<file path="src/rtl/uart_ovs_rx_pkg.sv">
package uart_ovs_rx_pkg;
    typedef enum logic [2:0] {
        RX_IDLE,
        RX_START,
        RX_DATA,
        RX_PARITY,
        RX_STOP
    } rx_state_e;
endpackage

</file>
<file path="src/rtl/urx_sync.sv">
module urx_sync (
    input  logic clk,
    input  logic rst,
    input  logic async_i,
    output logic line_o,
    output logic fall_o
);
    logic meta_q, sync_q, prev_q;

    always_ff @(posedge clk) begin
        if (rst) begin
            meta_q <= 1'b1;
            sync_q <= 1'b1;
            prev_q <= 1'b1;
        end else begin
            meta_q <= async_i;
            sync_q <= meta_q;
            prev_q <= sync_q;
        end
    end

    assign line_o = sync_q;
    assign fall_o = prev_q & ~sync_q;
endmodule

</file>
<file path="src/rtl/urx_tick_gen.sv">
module urx_tick_gen #(
    parameter int CLK_DIV = 27
) (
    input  logic clk,
    input  logic rst,
    input  logic run_i,
    output logic tick_o
);
    localparam int DIV_W = (CLK_DIV > 1) ? $clog2(CLK_DIV) : 1;
    localparam logic [DIV_W-1:0] DIV_LAST = DIV_W'(CLK_DIV - 1);

    logic [DIV_W-1:0] div_q;

    always_ff @(posedge clk) begin
        if (rst || !run_i) begin
            div_q <= '0;
        end else if (div_q == DIV_LAST) begin
            div_q <= '0;
        end else begin
            div_q <= div_q + 1'b1;
        end
    end

    assign tick_o = run_i && (div_q == DIV_LAST);

    // ticks are at least two clocks apart
    a_r6_tick_spacing: assert property (@(posedge clk) disable iff (rst)
        tick_o |=> !tick_o);
endmodule

</file>
<file path="src/rtl/urx_shift.sv">
module urx_shift #(
    parameter int DATA_W     = 8,
    parameter bit PARITY_ODD = 1'b0
) (
    input  logic              clk,
    input  logic              rst,
    input  logic              clr_i,
    input  logic              bit_i,
    input  logic              shift_en_i,
    input  logic              par_en_i,
    output logic [DATA_W-1:0] data_o,
    output logic              par_bad_o
);
    logic [DATA_W-1:0] sh_q;
    logic              acc_q;

    always_ff @(posedge clk) begin
        if (rst || clr_i) begin
            sh_q  <= '0;
            acc_q <= 1'b0;
        end else begin
            if (shift_en_i) begin
                sh_q <= {bit_i, sh_q[DATA_W-1:1]};
            end
            if (par_en_i) begin
                acc_q <= acc_q ^ bit_i;
            end
        end
    end

    assign data_o    = sh_q;
    assign par_bad_o = acc_q ^ PARITY_ODD;
endmodule

</file>
<file path="src/rtl/uart_ovs_rx.sv">
module uart_ovs_rx
    import uart_ovs_rx_pkg::*;
#(
    parameter int CLK_DIV    = 27,
    parameter int OVS        = 16,
    parameter int DATA_W     = 8,
    parameter bit PARITY_ODD = 1'b0,
    localparam int FRAME_BITS = DATA_W + 3,
    localparam int CNT_W      = $clog2(FRAME_BITS * OVS + 1)
) (
    input  logic              clk,
    input  logic              rst,
    input  logic              rxd_i,
    output logic [DATA_W-1:0] rx_data_o,
    output logic              rx_valid_o,
    output logic              par_err_o,
    output logic              frm_err_o,
    output logic [CNT_W-1:0]  dbg_cnt_o
);
    localparam int OVS_W = $clog2(OVS);
    localparam int IDX_W = CNT_W - OVS_W;
    localparam logic [OVS_W-1:0] PRE_MID  = OVS_W'(OVS / 2 - 1);
    localparam logic [IDX_W-1:0] LAST_DAT = IDX_W'(DATA_W);

    rx_state_e         state_q, state_d;
    logic              line, fall, tick, samp;
    logic [CNT_W-1:0]  frm_cnt_q;
    logic [IDX_W-1:0]  bit_idx;
    logic [DATA_W-1:0] sh_data;
    logic              par_bad;

    urx_sync u_sync (
        .clk     (clk),
        .rst     (rst),
        .async_i (rxd_i),
        .line_o  (line),
        .fall_o  (fall)
    );

    urx_tick_gen #(.CLK_DIV(CLK_DIV)) u_tick (
        .clk    (clk),
        .rst    (rst),
        .run_i  (state_q != RX_IDLE),
        .tick_o (tick)
    );

    urx_shift #(.DATA_W(DATA_W), .PARITY_ODD(PARITY_ODD)) u_shift (
        .clk        (clk),
        .rst        (rst),
        .clr_i      (state_q == RX_IDLE),
        .bit_i      (line),
        .shift_en_i (samp && state_q == RX_DATA),
        .par_en_i   (samp && (state_q == RX_DATA || state_q == RX_PARITY)),
        .data_o     (sh_data),
        .par_bad_o  (par_bad)
    );

    // frame-wide counter: one count per tick, cleared while idle
    always_ff @(posedge clk) begin
        if (rst || state_q == RX_IDLE) begin
            frm_cnt_q <= '0;
        end else if (tick) begin
            frm_cnt_q <= frm_cnt_q + 1'b1;
        end
    end

    assign bit_idx = frm_cnt_q[CNT_W-1:OVS_W];
    assign samp    = tick && (frm_cnt_q[OVS_W-1:0] == PRE_MID);

    // next state
    always_comb begin
        state_d = state_q;
        unique case (state_q)
            RX_IDLE:   if (fall) state_d = RX_START;
            RX_START:  if (samp) state_d = line ? RX_IDLE : RX_DATA;
            RX_DATA:   if (samp && bit_idx == LAST_DAT) state_d = RX_PARITY;
            RX_PARITY: if (samp) state_d = RX_STOP;
            RX_STOP:   if (samp) state_d = RX_IDLE;
            default:   state_d = RX_IDLE;
        endcase
    end

    // state register
    always_ff @(posedge clk) begin
        if (rst) begin
            state_q <= RX_IDLE;
        end else begin
            state_q <= state_d;
        end
    end

    // outputs
    always_ff @(posedge clk) begin
        if (rst) begin
            rx_data_o  <= '0;
            rx_valid_o <= 1'b0;
            par_err_o  <= 1'b0;
            frm_err_o  <= 1'b0;
        end else begin
            rx_valid_o <= 1'b0;
            par_err_o  <= 1'b0;
            frm_err_o  <= 1'b0;
            if (state_q == RX_STOP && samp) begin
                if (line) begin
                    rx_valid_o <= 1'b1;
                    rx_data_o  <= sh_data;
                    par_err_o  <= par_bad;
                end else begin
                    frm_err_o  <= 1'b1;
                end
            end
        end
    end

    assign dbg_cnt_o = frm_cnt_q;

    // strobe lasts one clock
    a_r2_valid_one_clk: assert property (@(posedge clk) disable iff (rst)
        rx_valid_o |=> !rx_valid_o);
    // framing error and good byte never together
    a_r4_err_excl: assert property (@(posedge clk) disable iff (rst)
        !(rx_valid_o && frm_err_o));
    // parity flag only alongside the strobe
    a_r3_perr_with_valid: assert property (@(posedge clk) disable iff (rst)
        par_err_o |-> rx_valid_o);
    // counter clears right after the strobe
    a_r7_cnt_clears: assert property (@(posedge clk) disable iff (rst)
        rx_valid_o |=> frm_cnt_q == '0);
    // counter advances by one per tick during a frame
    a_r6_cnt_step: assert property (@(posedge clk) disable iff (rst)
        (state_q != RX_IDLE && tick) |=> frm_cnt_q == CNT_W'($past(frm_cnt_q) + 1'b1));
    // high start sample aborts the frame
    a_r5_glitch_idle: assert property (@(posedge clk) disable iff (rst)
        (state_q == RX_START && samp && line) |=> state_q == RX_IDLE);
endmodule

</file>
<file path="config.mk">
export PLATFORM = sky130hd
export DESIGN_NAME = uart_ovs_rx
export DESIGN_NICKNAME = d
export VERILOG_FILES = /design/src/rtl/uart_ovs_rx_pkg.sv /design/src/rtl/urx_sync.sv /design/src/rtl/urx_tick_gen.sv /design/src/rtl/urx_shift.sv /design/src/rtl/uart_ovs_rx.sv
export SDC_FILE = /design/constraint.sdc
export NUM_CORES = 1
export LEC_CHECK = 0
export BUFFER_PORTS_ARGS = -buffer_cell sky130_fd_sc_hd__clkbuf_2
export CELL_PAD_IN_SITES_DETAIL_PLACEMENT = 1
export CELL_PAD_IN_SITES_GLOBAL_PLACEMENT = 1
export CORE_MARGIN = 2
export CORE_UTILIZATION = 39
export DETAILED_ROUTE_END_ITERATION = 10
export PLACE_DENSITY_LB_ADDON = 0.15
export SLEW_MARGIN = 10
export SYNTH_ARGS = -nofsm -noshare
export SYNTH_HDL_FRONTEND = slang
export SYNTH_SLANG_ARGS = --single-unit
</file>
<file path="constraint.sdc">
create_clock -name clk -period 1.7 [get_ports clk]
set_clock_uncertainty 0.1 [all_clocks]
set_input_delay 0.17 -clock clk [delete_from_list [all_inputs] [get_ports clk]]
set_output_delay 0.17 -clock clk [all_outputs]
set_load 0.03 [all_outputs]
</file>
==> impl_metrics.tcl <==
set metrics [dict create \
    min_path_type "in2reg" \
    ios 22 \
    ir_drop_mv 0.443 \
    syn-num-nets 166 \
    grt_pass1_wl_mm 6.58 \
    layout-drive-gt1-share_pct 42.6 \
    period_needed_ns 1.75 \
    crit_required_ns 1.79 \
    place_area_um2 1910 \
    place_ws_ns -0.144 \
    fin_area_um2 2150 \
    grt_max_degree 17 \
    syn_area_um2 1610 \
    drtAntennaViolNets 0 \
    synth_top_family_by_area "simple AND/OR/NAND/NOR gates" \
    gr-total-overflow 0 \
    final_cells 259 \
    dieArea_um2 4660 \
    drc 0 \
    clock-root-buffer "clkbuf_8" \
    start_kind "register" \
    via_per_inst 5.13 \
    synthSimpleGateAreaFrac_pct 24.0 \
    drt_iter0_drc 55 \
    power_leakage_nw 0.866 \
    h-tree-depth 2 \
    clock_sinks 39 \
    numCtsBuffers 5 \
    arrival_ns 1.84 \
    synth_compound_area_share_pct 6.53 \
    grt_setup_unrepaired "true" \
    synthXorXnorAreaFrac_pct 4.90 \
    p_per_area_nw_per_um2 813 \
    antenna_found_initial 0 \
    grt_pass1_vias 1354 \
    synthMuxAreaShare_pct 9.95 \
    insertion_delay_ns 0.29 \
    portBuffers 21 \
    worstSetupEndpointType "register" \
    ys_types 41 \
    gr-usage-all-layers_pct 19.2 \
    synthAdderAreaFrac_pct 2.33 \
    worstSetupPathType "reg2reg" \
    layout_setup_ws_ns -0.0541 \
    gp_congestion 0.735 \
    critPathTopFamily "simple AND/OR/NAND/NOR gates" \
    period_share_pct 103 \
    hold_viol 0 \
    clkTransAtPathRegs_ns 0.07 \
    relSlewSlack_pct 70.6 \
    status "complete, but fails checks" \
    cap_violations 0 \
    setup-violations-final 9 \
    dieHeight_um 68.3 \
    drv_slew 0 \
    nets 214 \
    slowest_stage "dfxtp_4" \
    final_core_util_pct 53.8 \
    fp-row-count 23 \
    finalWirelength_mm 3.90 \
    avgRoutedWirePerCell_um 15.1 \
    slowest_delay_ns 0.37 \
    final_cell_mix "32 x dfxtp_1, 24 x buf_4, 22 x nor2_1, 21 x clkbuf_2, 14 x mux2i_1" \
    coreArea_um2 4000 \
    dieWidth_um 68.3 \
    hpwl_mm 2.71 \
    final_common_cell "dfxtp_1" \
    areaGrowthSynthToFinish_pct 33.7 \
    diodes 0 \
    ys_seq_area_share_pct 48.5 \
    worst_pin_slew_ns 0.439 \
    route.vias.total 1328 \
    synth_cells 160 \
    clockBufferDepth 2 \
    failed_checks "negative setup slack" \
    path_max_fanout 8 \
    ys_seq_elements 39 \
    yosys_warnings 0 \
    cts_tree "done" \
    start_util_pct 40.3 \
    hold_ws_ns 0.171 \
    placedCellCount 243 \
    cp_cell_sequence "ha_4 -> nand3b_1 -> buf_4 -> nor3_4 -> buf_12 -> mux2i_1 -> nor2_2" \
    fmax_ghz 0.570 \
    avgSynthCellArea_um2 10.1 \
    crit_buf_inv 2 \
    first_pass_iters 4 \
]
==> routing by layer <==
metal / wire [um] / GRT usage (%) / up-vias
li1: - / - / 645
met3: 114 / 4.44 / 4
met5: 0 / 0 / -
met1: 1790 / 24.4 / 661
met4: 49 / 7.50 / 0
met2: 1950 / 31.4 / 18
==> cell type report <==
type                       count  area [um2]
clock buffer                   7        96.3
clock inverter                 1        7.51
fill                         449        1850
inverter                       2        7.51
multi-input combinational    111         845
sequential                    39         797
tap                           50        62.6
timing repair buffer          49         338
==> cell usage after synthesis (all sizes together) <==
library cell,n,area [um2]
dfxtp,39,781
nor2,30,133
mux2i,16,160
buf,7,50.1
nand2,7,26.3
a21oi,6,30.0
xor2,6,52.6
nand3,5,25.0
ha,3,37.5
nor4,3,25.0
o21ai,3,15.0
or2,3,18.8
or3,3,20.0
xnor2,3,26.3
and2,2,12.5
inv,2,7.51
nand2b,2,12.5
nand4,2,12.5
nand4b,2,23.8
or3b,2,20.0
a2111o,1,11.3
a211oi,1,7.51
a31oi,1,6.26
and2b,1,7.51
and4b,1,10.0
clkbuf,1,3.75
nand3b,1,7.51
nor3,1,16.3
nor4b,1,8.76
o211a,1,10.0
o211ai,1,7.51
o22ai,1,6.26
o311a,1,11.3
or2b,1,7.51
==> power by group <==
group / internal [W] / switching (W) / leakage, nW / total [W]
registers: 0.000920 / 0.00000693 / 0.319 / 0.000927
logic: 0.0000647 / 0.0000687 / 0.496 / 0.000133
clock network: 0.000369 / 0.000322 / 0.0505 / 0.000691
total: 0.00135 / 0.000398 / 0.866 / 0.00175
==> sequential cells by signal (all words and copies together), names as in the netlist <==
name,count
u_sync.line_o,1
u_sync.prev_q,1
dbg_cnt_o,8
state_q,3
u_tick.div_q,5
par_err_o,1
u_shift.data_o,8
rx_data_o,8
rx_valid_o,1
u_shift.par_bad_o,1
frm_err_o,1
u_sync.meta_q,1
==> worst register-to-register path, delay by kind of cell, from the launching register on <==
kind / cells / cell delay (ns)
adder cells (fa/ha/maj): 1 / 0.15
buffers and inverters: 2 / 0.39
flip-flops: 1 / 0.37
multiplexers: 1 / 0.23
AND/OR/NAND/NOR: 3 / 0.43
==> worst paths after layout <==
check                 from                end  slack, ns  cells after the start
max           dbg_cnt_o[1]  u_shift.data_o[4]      -0.05                      7
min                    rst         state_q[2]       0.17                      2
max reg2reg   dbg_cnt_o[1]  u_shift.data_o[4]      -0.05                      7
min reg2reg  u_sync.meta_q      u_sync.line_o       0.32                      1
==> timing repair <==
action / CTS / global route
buffers inserted: 5 / 1
hold buffers: 1 / 0
gates resized for setup: 16 / 6
hold endpoints to repair: 1 / 0
pin swaps: 7 / 3
setup endpoints to repair: 14 / 23
gates cloned: 1 / 0
==> cells by family after synthesis <==
group / Yosys count
DFF: 39
muxes: 16
adders and majority gates: 3
buffers and inverters: 10
and+or+nand+nor: 67
AOI/OAI and AO/OA: 16
xor gates and xnor gates: 9
==> stage by stage <==
step | TNS, ns | power [W]
2_1_floorplan | -0.145 | 0.00102
6_report | -0.353 | 0.00175
5_1_grt | -2.04 | 0.00182
4_1_cts | -0.395 | 0.00177
3_5_place_dp | -1.18 | 0.00106
3_3_place_gp | -0.193 | 0.00105
(Power assumes the default switching activity.)
